$ cat config.mk
export PLATFORM = sky130hd
export DESIGN_NAME = dsc_sequencer
export DESIGN_NICKNAME = d
export VERILOG_FILES = /design/src/rtl/dsc_pkg.sv /design/src/rtl/dsc_rst_sync.sv /design/src/rtl/dsc_phase_ctrl.sv /design/src/rtl/dsc_result.sv /design/src/rtl/dsc_sequencer.sv
export SDC_FILE = /design/constraint.sdc
export NUM_CORES = 1
export LEC_CHECK = 0
export BUFFER_PORTS_ARGS = -buffer_cell sky130_fd_sc_hd__buf_2
export CAP_MARGIN = 20
export CORE_MARGIN = 5
export CORE_UTILIZATION = 50
export DETAILED_ROUTE_END_ITERATION = 16
export PLACE_DENSITY = 0.72
export SYNTH_ARGS = -nofsm -noshare
export SYNTH_HDL_FRONTEND = slang
export SYNTH_SLANG_ARGS = --single-unit
$ cat constraint.sdc
create_clock -name clk -period 1.4 [get_ports clk]
set_clock_uncertainty 0.05 [all_clocks]
set_input_delay 0.28 -clock clk [delete_from_list [all_inputs] [get_ports clk]]
set_output_delay 0.28 -clock clk [all_outputs]
set_load 0.005 [all_outputs]
$ cat src/rtl/dsc_pkg.sv
package dsc_pkg;

  typedef enum logic [1:0] {
    PH_AZ  = 2'd0,
    PH_INT = 2'd1,
    PH_DE  = 2'd2,
    PH_ZI  = 2'd3
  } phase_e;

  function automatic phase_e ph_succ(input phase_e p);
    case (p)
      PH_AZ:   return PH_INT;
      PH_INT:  return PH_DE;
      PH_DE:   return PH_ZI;
      default: return PH_AZ;
    endcase
  endfunction

  function automatic int max4(input int a, input int b, input int c, input int d);
    int m;
    m = a;
    if (b > m) m = b;
    if (c > m) m = c;
    if (d > m) m = d;
    return m;
  endfunction

endpackage

$ cat src/rtl/dsc_rst_sync.sv
module dsc_rst_sync (
  input  logic clk,
  input  logic rst_n,
  output logic rst_n_sync
);
  logic meta_q;

  always_ff @(posedge clk or negedge rst_n) begin
    if (!rst_n) begin
      meta_q     <= 1'b0;
      rst_n_sync <= 1'b0;
    end else begin
      meta_q     <= 1'b1;
      rst_n_sync <= meta_q;
    end
  end
endmodule

$ cat src/rtl/dsc_phase_ctrl.sv
module dsc_phase_ctrl
  import dsc_pkg::*;
#(
  parameter int AZ_CLKS  = 1000,
  parameter int INT_CLKS = 10000,
  parameter int ZI_NORM  = 150,
  parameter int ZI_OVR   = 6200,
  parameter int TMR_W    = 15
) (
  input  logic             clk,
  input  logic             rst_n,
  input  logic             run_i,
  input  logic             de_end_i,
  input  logic             over_i,
  output phase_e           phase_o,
  output logic [TMR_W-1:0] tmr_o,
  output logic             int_end_o
);
  localparam logic [TMR_W-1:0] AZ_LAST  = TMR_W'(AZ_CLKS - 1);
  localparam logic [TMR_W-1:0] INT_LAST = TMR_W'(INT_CLKS - 1);
  localparam logic [TMR_W-1:0] ZIN_LAST = TMR_W'(ZI_NORM - 1);
  localparam logic [TMR_W-1:0] ZIO_LAST = TMR_W'(ZI_OVR - 1);

  phase_e           ph_q, ph_d;
  logic [TMR_W-1:0] tmr_q, tmr_d;
  logic             tmr_en;
  logic             adv;
  logic             az_done;

  assign az_done   = (ph_q == PH_AZ) && (tmr_q >= AZ_LAST);
  assign int_end_o = (ph_q == PH_INT) && (tmr_q == INT_LAST);

  always_comb begin
    adv = 1'b0;
    case (ph_q)
      PH_AZ:   adv = az_done && run_i;
      PH_INT:  adv = int_end_o;
      PH_DE:   adv = de_end_i;
      default: adv = (tmr_q == (over_i ? ZIO_LAST : ZIN_LAST));
    endcase
  end

  always_comb begin
    ph_d   = ph_q;
    tmr_d  = tmr_q + 1'b1;
    tmr_en = !az_done;
    if (adv) begin
      ph_d   = ph_succ(ph_q);
      tmr_d  = '0;
      tmr_en = 1'b1;
    end
  end

  always_ff @(posedge clk or negedge rst_n) begin
    if (!rst_n) begin
      ph_q  <= PH_AZ;
      tmr_q <= '0;
    end else begin
      ph_q <= ph_d;
      if (tmr_en) tmr_q <= tmr_d;
    end
  end

  assign phase_o = ph_q;
  assign tmr_o   = tmr_q;

  assert_phase_order_R1: assert property (@(posedge clk) disable iff (!rst_n)
    (ph_q != $past(ph_q)) |-> (ph_q == ph_succ($past(ph_q))));

  assert_int_length_R3: assert property (@(posedge clk) disable iff (!rst_n)
    ($past(ph_q) == PH_INT && ph_q != PH_INT) |-> ($past(tmr_q) == INT_LAST));

  assert_zi_length_R8: assert property (@(posedge clk) disable iff (!rst_n)
    ($past(ph_q) == PH_ZI && ph_q == PH_AZ) |->
      ($past(tmr_q) == ($past(over_i) ? ZIO_LAST : ZIN_LAST)));

  assert_az_leave_R12: assert property (@(posedge clk) disable iff (!rst_n)
    ($past(ph_q) == PH_AZ && ph_q == PH_INT) |-> ($past(run_i) && $past(tmr_q) >= AZ_LAST));
endmodule

$ cat src/rtl/dsc_result.sv
module dsc_result
  import dsc_pkg::*;
#(
  parameter int DE_MAX   = 20001,
  parameter int UNDER_TH = 1800,
  parameter int TMR_W    = 15,
  parameter int RD_W     = 15
) (
  input  logic             clk,
  input  logic             rst_n,
  input  phase_e           phase_i,
  input  logic [TMR_W-1:0] tmr_i,
  input  logic             int_end_i,
  input  logic             cmp_i,
  output logic             de_end_o,
  output logic             pol_o,
  output logic [RD_W-1:0]  count_o,
  output logic             over_o,
  output logic             under_o,
  output logic             valid_o
);
  localparam logic [TMR_W-1:0] DE_LAST   = TMR_W'(DE_MAX - 1);
  localparam logic [TMR_W-1:0] UNDER_LIM = TMR_W'(UNDER_TH);
  localparam logic [RD_W-1:0]  RD_SAT    = RD_W'(DE_MAX - 1);

  logic            pol_q, pol_d;
  logic [RD_W-1:0] cnt_q, cnt_d;
  logic            ovr_q, ovr_d, und_q, und_d, vld_q;
  logic            in_de, crossing, timeout;

  assign in_de    = (phase_i == PH_DE);
  assign crossing = in_de && (cmp_i != pol_q);
  assign timeout  = in_de && (tmr_i == DE_LAST);
  assign de_end_o = crossing || timeout;

  always_comb begin
    pol_d = int_end_i ? cmp_i : pol_q;
    cnt_d = crossing ? tmr_i[RD_W-1:0] : RD_SAT;
    ovr_d = !crossing;
    und_d = crossing && (tmr_i < UNDER_LIM);
  end

  always_ff @(posedge clk or negedge rst_n) begin
    if (!rst_n) begin
      pol_q <= 1'b1;
      cnt_q <= '0;
      ovr_q <= 1'b0;
      und_q <= 1'b0;
      vld_q <= 1'b0;
    end else begin
      pol_q <= pol_d;
      vld_q <= de_end_o;
      if (de_end_o) begin
        cnt_q <= cnt_d;
        ovr_q <= ovr_d;
        und_q <= und_d;
      end
    end
  end

  assign pol_o   = pol_q;
  assign count_o = cnt_q;
  assign over_o  = ovr_q;
  assign under_o = und_q;
  assign valid_o = vld_q;

  assert_pol_held_R3: assert property (@(posedge clk) disable iff (!rst_n)
    (phase_i == PH_DE) |=> $stable(pol_q));

  assert_de_cap_R6: assert property (@(posedge clk) disable iff (!rst_n)
    in_de |-> (tmr_i <= DE_LAST));

  assert_sat_value_R6: assert property (@(posedge clk) disable iff (!rst_n)
    ovr_q |-> (cnt_q == RD_SAT && !und_q));

  assert_under_bound_R7: assert property (@(posedge clk) disable iff (!rst_n)
    und_q |-> (cnt_q < RD_W'(UNDER_TH)));

  assert_flags_with_reading_R7: assert property (@(posedge clk) disable iff (!rst_n)
    !vld_q |-> ($stable(cnt_q) && $stable(ovr_q) && $stable(und_q)));

  assert_valid_pulse_R11: assert property (@(posedge clk) disable iff (!rst_n)
    vld_q |=> !vld_q);
endmodule

$ cat src/rtl/dsc_sequencer.sv
module dsc_sequencer
  import dsc_pkg::*;
#(
  parameter int AZ_CLKS  = 1000,
  parameter int INT_CLKS = 10000,
  parameter int DE_MAX   = 20001,
  parameter int UNDER_TH = 1800,
  parameter int ZI_NORM  = 150,
  parameter int ZI_OVR   = 6200
) (
  input  logic                       clk,
  input  logic                       rst_n,
  input  logic                       run_i,
  input  logic                       cmp_i,
  output logic                       sw_short_o,
  output logic                       sw_azloop_o,
  output logic                       sw_input_o,
  output logic                       sw_refp_o,
  output logic                       sw_refn_o,
  output logic                       sw_zero_o,
  output logic                       busy_o,
  output logic                       pol_o,
  output logic [$clog2(DE_MAX)-1:0]  count_o,
  output logic                       over_o,
  output logic                       under_o,
  output logic                       valid_o
);
  localparam int TMR_W = $clog2(max4(AZ_CLKS, INT_CLKS, DE_MAX, ZI_OVR) + 1);
  localparam int RD_W  = $clog2(DE_MAX);

  logic             rst_n_sync;
  phase_e           phase;
  logic [TMR_W-1:0] tmr;
  logic             int_end, de_end;

  dsc_rst_sync u_rst (
    .clk        (clk),
    .rst_n      (rst_n),
    .rst_n_sync (rst_n_sync)
  );

  dsc_phase_ctrl #(
    .AZ_CLKS  (AZ_CLKS),
    .INT_CLKS (INT_CLKS),
    .ZI_NORM  (ZI_NORM),
    .ZI_OVR   (ZI_OVR),
    .TMR_W    (TMR_W)
  ) u_ctrl (
    .clk       (clk),
    .rst_n     (rst_n_sync),
    .run_i     (run_i),
    .de_end_i  (de_end),
    .over_i    (over_o),
    .phase_o   (phase),
    .tmr_o     (tmr),
    .int_end_o (int_end)
  );

  dsc_result #(
    .DE_MAX   (DE_MAX),
    .UNDER_TH (UNDER_TH),
    .TMR_W    (TMR_W),
    .RD_W     (RD_W)
  ) u_res (
    .clk       (clk),
    .rst_n     (rst_n_sync),
    .phase_i   (phase),
    .tmr_i     (tmr),
    .int_end_i (int_end),
    .cmp_i     (cmp_i),
    .de_end_o  (de_end),
    .pol_o     (pol_o),
    .count_o   (count_o),
    .over_o    (over_o),
    .under_o   (under_o),
    .valid_o   (valid_o)
  );

  always_comb begin
    sw_short_o  = (phase == PH_AZ);
    sw_azloop_o = (phase == PH_AZ);
    sw_input_o  = (phase == PH_INT);
    sw_refp_o   = (phase == PH_DE) && !pol_o;
    sw_refn_o   = (phase == PH_DE) && pol_o;
    sw_zero_o   = (phase == PH_ZI);
    busy_o      = (phase == PH_INT) || (phase == PH_DE);
  end

  assert_ref_onehot_R4: assert property (@(posedge clk) disable iff (!rst_n_sync)
    busy_o && !sw_input_o |-> $onehot({sw_refp_o, sw_refn_o}));

  assert_ref_sense_R4: assert property (@(posedge clk) disable iff (!rst_n_sync)
    sw_refn_o |-> pol_o);

  assert_busy_frame_R10: assert property (@(posedge clk) disable iff (!rst_n_sync)
    busy_o |-> !(sw_short_o || sw_zero_o));

  assert_valid_in_zi_R11: assert property (@(posedge clk) disable iff (!rst_n_sync)
    valid_o |-> sw_zero_o);
endmodule

---- After elaboration in Yosys (flattened, before gate mapping) ----
Index checks and enable logic that the tools add are counted.
operators by class
  equal/unequal tests ..................... 7
  $lt $le $gt $ge ......................... 2
  reductions and logical operators ........ 14
  add/subtract/negate cells ............... 1
  mux-type cells .......................... 6
operators with widths
  operator                                                             count
  2-to-1 mux 15 bit                                                    2
  adder 15 x 1 -> 15 bit, second input constant                        1
  equality test 15 x 14 -> 1 bit, second input constant                1
  equality test 15 bit                                                 1
  equality test 15 bit, second input constant                          1
  greater-or-equal comparator 15 x 10 -> 1 bit, second input constant  1
  < comparator 15 x 11 -> 1 bit, second input constant                 1
  2-to-1 mux 13 bit                                                    1
  logical AND 1 bit                                                    8
  one-hot mux 2 bit (3 select lines)                                   1
  equality test 2 bit, second input constant                           2
  logical NOT 1 bit                                                    3
  one-hot mux 1 bit (3 select lines)                                   1
  equality test 2 x 1 -> 1 bit, second input constant                  1
  logical NOT 2 bit                                                    1
  logical OR 1 bit                                                     2
  2-to-1 mux 1 bit                                                     1
  != test 1 bit                                                        1
word-level totals
  input port bits ......................... 4
  output and inout port bits .............. 26
  bits in registers ....................... 38
  word-level logic and storage cells ...... 39

---- Longest topological paths before layout ----
  word-level depth ........................ 5
  gate-level depth with buffers ........... 10
  depth with buffers taken out ............ 9

---- Hierarchy ----
A second synthesis with hierarchy kept.
second synthesis, totals
  cells, all modules ...................... 224
  area, all modules ....................... 2138.3 µm²
by module, submodules not included
  module          area each (µm²)  cells an instance  instances  sequential area each (µm²)
  dsc_phase_ctrl  1123.6           123                1          425.4
  dsc_result      879.6            89                 1          476.7
  dsc_sequencer   81.3             9                  1          0.0
  dsc_rst_sync    53.8             3                  1          50.0

---- Worst setup path after synthesis ----
OpenSTA, ideal clock, no wires.
  path type ............................... register to register
  start ................................... register u_ctrl.tmr_q[4] (netlist: u_ctrl.tmr_o[4])
  end ..................................... register u_ctrl.ph_q[1] (netlist: u_ctrl.phase_o[1])
  stages on the path, launching flop included .. 8
  arrival ................................. 2202 ps
  setup slack ............................. -980 ps
  library setup time ...................... 128 ps
  buffers on the path ..................... 1
  required time ........................... 1222 ps
  period minus slack after synthesis ...... 2380 ps
  cell sequence ........................... dfrtp_1 > buf_2 > or4b_1 > o32a_1 > o21ai_2 > a2111oi_2 > a21oi_4 > mux2_1
on the way
  word-level cells in the longest chain between the ends .. 4
  elaborated cells between the ends (all ways) .. 10
  those cells by class .................... order compare: 1; eq/ne: 3; mux: 1; reduce/logical: 5
ends and longest elaborated chain
  what                                                                                         line                                    RTL
  from (decl)                                                                                  dsc_phase_ctrl.sv:25                    logic [TMR_W-1:0] tmr_q, tmr_d;
  from (signal assigned)                                                                       dsc_phase_ctrl.sv:60                    if (tmr_en) tmr_q <= tmr_d;
  greater-or-equal comparator 15 x 10 -> 1 bit / equality test 15 bit (equally long branches)  dsc_phase_ctrl.sv:30, dsc_result.sv:33
  logical AND 1 bit, on equally long branches                                                  dsc_phase_ctrl.sv:30, dsc_result.sv:33
  logical AND 1 bit / logical OR 1 bit (equally long branches)                                 dsc_phase_ctrl.sv:36, dsc_result.sv:34
  one-hot mux 1 bit (3 select lines) *                                                         dsc_phase_ctrl.sv:35                    case (ph_q)
  to (signal assigned)                                                                         dsc_phase_ctrl.sv:59                    ph_q <= ph_d;
  to (decl)                                                                                    dsc_phase_ctrl.sv:24                    phase_e ph_q, ph_d;
Mark *: on every way between the ends. The rest lies on a longest branch, timed or not.
A chain may end at the register's enable or synchronous reset.

---- Final worst setup path ----
  start ................................... register u_ctrl.tmr_q[11] (netlist: u_ctrl.tmr_o[11])
  end ..................................... register u_ctrl.ph_q[1] (netlist: u_ctrl.phase_o[1])
on the way
  word-level cells in the longest chain between the ends .. 4
  elaborated cells between the ends (all ways) .. 10
  those cells by class .................... order compare: 1; eq/ne: 3; mux: 1; reduce/logical: 5
ends and longest elaborated chain
  what                                line                  RTL
  equality test 15 bit                dsc_result.sv:33      assign timeout = in_de && (tmr_i == DE_LAST);
  logical AND 1 bit                   dsc_result.sv:33
  logical OR 1 bit                    dsc_result.sv:34      assign de_end_o = crossing || timeout;
  via de_end                          dsc_sequencer.sv:34   logic int_end, de_end;
  one-hot mux 1 bit (3 select lines)  dsc_phase_ctrl.sv:35
The timed path passes the listed nets, and every way through them passes these cells.

==> metrics.md <==
| Metric | Value |
|---|---|
| Antenna violations before repair | 0 |
| GPL Wtd Cong | 0.9407 |
| Clk_lat worst skew | 0.29 ns |
| Final Hold Vio Count | 0 |
| Overall Global Routing Usage | 23.92% |
| CP Launch Type | flop |
| Vias/cell | 5.702 |
| Die width | 71.33 um |
| Nets | 280 |
| Vias | 1819 |
| Post-Route Setup TNS | -31.39 ns |
| Area leader, netlist | dfrtp_1 |
| CP endpoint kind | flop |
| Die Area | 5087 um2 |
| Largest net degree at the start of global routing | 37 |
| Arrival @ worst endpoint | 2.48 ns |
| Register area share after synthesis | 50.63% |
| RSZ-0062 raised after global routing | yes |
| Initial Util | 51.37% |
| Crit-path slowest cell | or4bb_4 |
| Netlist area before placement | 1881 um2 |
| Mean Syn Cell Area | 10.45 um2 |
| DRT iter0 DRCs | 224 |
| Residual DRC count | 0 |
| Number of I/O port buffers | 29 |
| Fill count | 221 |
| Ys flop type | dfrtp_1 |
| Number of max-slew violations in the final report | 0 |
| CTS tree | yes |
| Post-synthesis cell type count | 43 |
| Final worst-path cycle share | 168.0% |
| CTS buffer count | 5 |
| Crit Path Category | flop to flop |
| DRT Wirelength | 5879 um |
| Num Clock Sinks | 38 |
| Top cells by count, synth | dfrtp_1 (37), nor2_1 (23), nand2_1 (15) |
| Critical-path cell list | buf_4 > buf_6 > or4bb_4 > nor4_4 > nor2_2 > inv_2 > a2111oi_2 > a21oi_4 > mux2_1 |
| Vias in the first global route | 1918 |
| CP delay by family, top | simple AND/OR/NAND/NOR gates |
| Asr flop ratio synth | 100.0% |
| Layout cells sized above 1 | 46.49% |
| Detailed Place HPWL | 3771 um |
| Crit-path max FO | 5 |
| Reg clk slew, reported paths | 0.07 ns |
| Layout overhead on the synthesized area | 51.03% |
| Setup WS post-layout | -0.9522 ns |
| First-pass GRT wire length | 9508 um |
| Seq. cell area | 952.2 um2 |
| H-tree Lvls | 2 |
| Crit path required time | 1.52 ns |
| Crit path largest cell delay | 0.53 ns |
| Hold/Removal Path Class | input port to flop |
| Leak | 1.440 nW |
| Core area | 3661 um2 |
| Antenna diodes | 0 |
| Post-synth top area share | 49.23% |
| Max_cap viols | 0 |
| Syn. warnings | 0 |
| # IOs | 30 |
| Root buffer cell | clkbuf_8 |
| Run status | finished, violations left |
| WL/cell | 18.43 um |
| Row count | 22 |
| Routed Antenna Nets | 0 |
| Finished Layout Cells | 319 |
| Final Power | 1.869 mW |
| Failing checks | negative setup slack |
| Clk buf depth | 2 |
| Core Util, Final | 77.58% |
| Final setup viols | 43 |
| Number of synthesized flops with an enable pin | 0 |
| Minimum clock period | 2.352 ns |
| DRT Pass-1 Iters | 4 |
| Most frequent cell after synthesis | dfrtp_1 |
| Buffers and inverters on the worst path | 3 |
| PwrDens | 657.9 nW/um2 |
| Gr ovfl total | 0 |
| Syn nets | 190 |
| Max frequency | 425.1 MHz |
| DP Area | 2427 um2 |
| Post-route cell area | 2840 um2 |
| Most area-consuming cells after synthesis | dfrtp_1 (49%), xor2_1 (5.1%), nor2_1 (4.6%) |
| Placed Instances | 297 |
| Synth Instances | 180 |
| Peak supply drop | 0.0007104 V |
| Number of synthesized register bits | 38 |
| Multi-input gate area | 970.9 um2 |
| Chip height | 71.33 um |
[metrics by stage]
stage	hold slack (ns)	worst slack (ns)
finish	0.1942	-0.9522
global route	0.1963	-1.013
CTS	0.1947	-0.8947
detailed placement	0.01711	-0.9253
global placement	0.01397	-0.9297
floorplan	-0.06559	-0.9761
[placed cells by master (no fill, tap or decap), drive strengths merged, types with 5 or more instances in the layout]
cell / count
buf: 93
nand3: 6
a22o: 8
nor4: 5
nand2: 15
xor2: 11
clkbuf: 6
inv: 6
dfrtp: 37
ha: 6
nor2: 23
[layout make-up]
class,instances,area share [%]
Multi-Input combinational cell,125,34.19
Clock inverter,2,0.3524
Sequential cell,38,33.52
Inverter,6,0.7930
Tap cell,48,2.115
Timing Repair Buffer,94,26.48
Clock buffer,6,2.555
[path summary, 6_finish.rpt]
check	to	slack, ns	cells after the start	start
hold reg to reg	u_res.count_o[14]$_DFFE_PN0N_	0.24	1	u_rst.rst_n_sync$_DFF_PN0_
hold / removal	u_res.pol_o$_DFFE_PN1P_	0.19	2	cmp_i
setup / recovery	u_ctrl.phase_o[1]$_DFFE_PN0P_	-0.95	9	u_ctrl.tmr_o[11]$_DFFE_PN0P_
setup reg to reg	u_ctrl.phase_o[1]$_DFFE_PN0P_	-0.95	9	u_ctrl.tmr_o[11]$_DFFE_PN0P_
max in group asynchronous	u_res.pol_o$_DFFE_PN1P_	0.72	1	u_rst.rst_n_sync$_DFF_PN0_
min in group asynchronous	u_rst.rst_n_sync$_DFF_PN0_	0.24	2	rst_n
[report_power, final]
group	switching (mW)	total [mW]	internal [mW]
Combinational	0.0234	0.0308	0.00731
Sequential	0.000953	1.10	1.10
Clock	0.392	0.737	0.345
[cell families (layout without fill, tap and decap cells)]
kind of cell / count (synthesis) / count (layout) / share of synthesized area [%]
and+or+nand+nor: 74 / 74 / 20.56
DFF: 38 / 38 / 50.63
AOI/OAI and AO/OA: 27 / 27 / 12.38
buffers and inverters: 17 / 108 / 3.991
xor gates and xnor gates: 14 / 14 / 6.520
adders and majority gates: 6 / 6 / 3.992
muxes: 3 / 3 / 1.730
other: 1 / 1 / 0.1994
[timing repair]
| item | in CTS | in global routing |
|---|---|---|
| gates resized for setup | 39 | 7 |
| gates cloned | 1 | 0 |
| pin swaps | 4 | 4 |
| setup endpoints to repair | 43 | 44 |
| hold buffers | 1 | 0 |
| hold endpoints to repair | 2 | 0 |
| setup buffers | 7 | 8 |
[worst register-to-register path, stage by stage (launching register included)]
cell and delay (ns):
dfrtp_1 0.42, buf_4 0.14, buf_6 0.08, or4bb_4 0.53, nor4_4 0.31, nor2_2 0.09
inv_2 0.08, a2111oi_2 0.05, a21oi_4 0.15, mux2_1 0.34
[sequential cells by signal, summed over array words and instances, names as in the netlist]
register and cells:
u_ctrl.phase_o 2, u_res.valid_o 1, u_ctrl.tmr_o 15, u_res.under_o 1, u_res.pol_o 1, u_rst.meta_q 1
u_res.over_o 1, u_res.count_o 15, u_rst.rst_n_sync 1
[routing by layer]
layer | up-vias | share of wire, % | routed length, um | track usage, %
li1 | 817 | - | - | -
met1 | 889 | 38 | 2214 | 28.53
met2 | 85 | 49 | 2900 | 38.06
met3 | 28 | 8.4 | 493 | 8.696
met4 | 0 | 4.6 | 270 | 11.90
met5 | - | 0 | 0 | 0
Note: power is estimated with default switching activity, not from simulation.
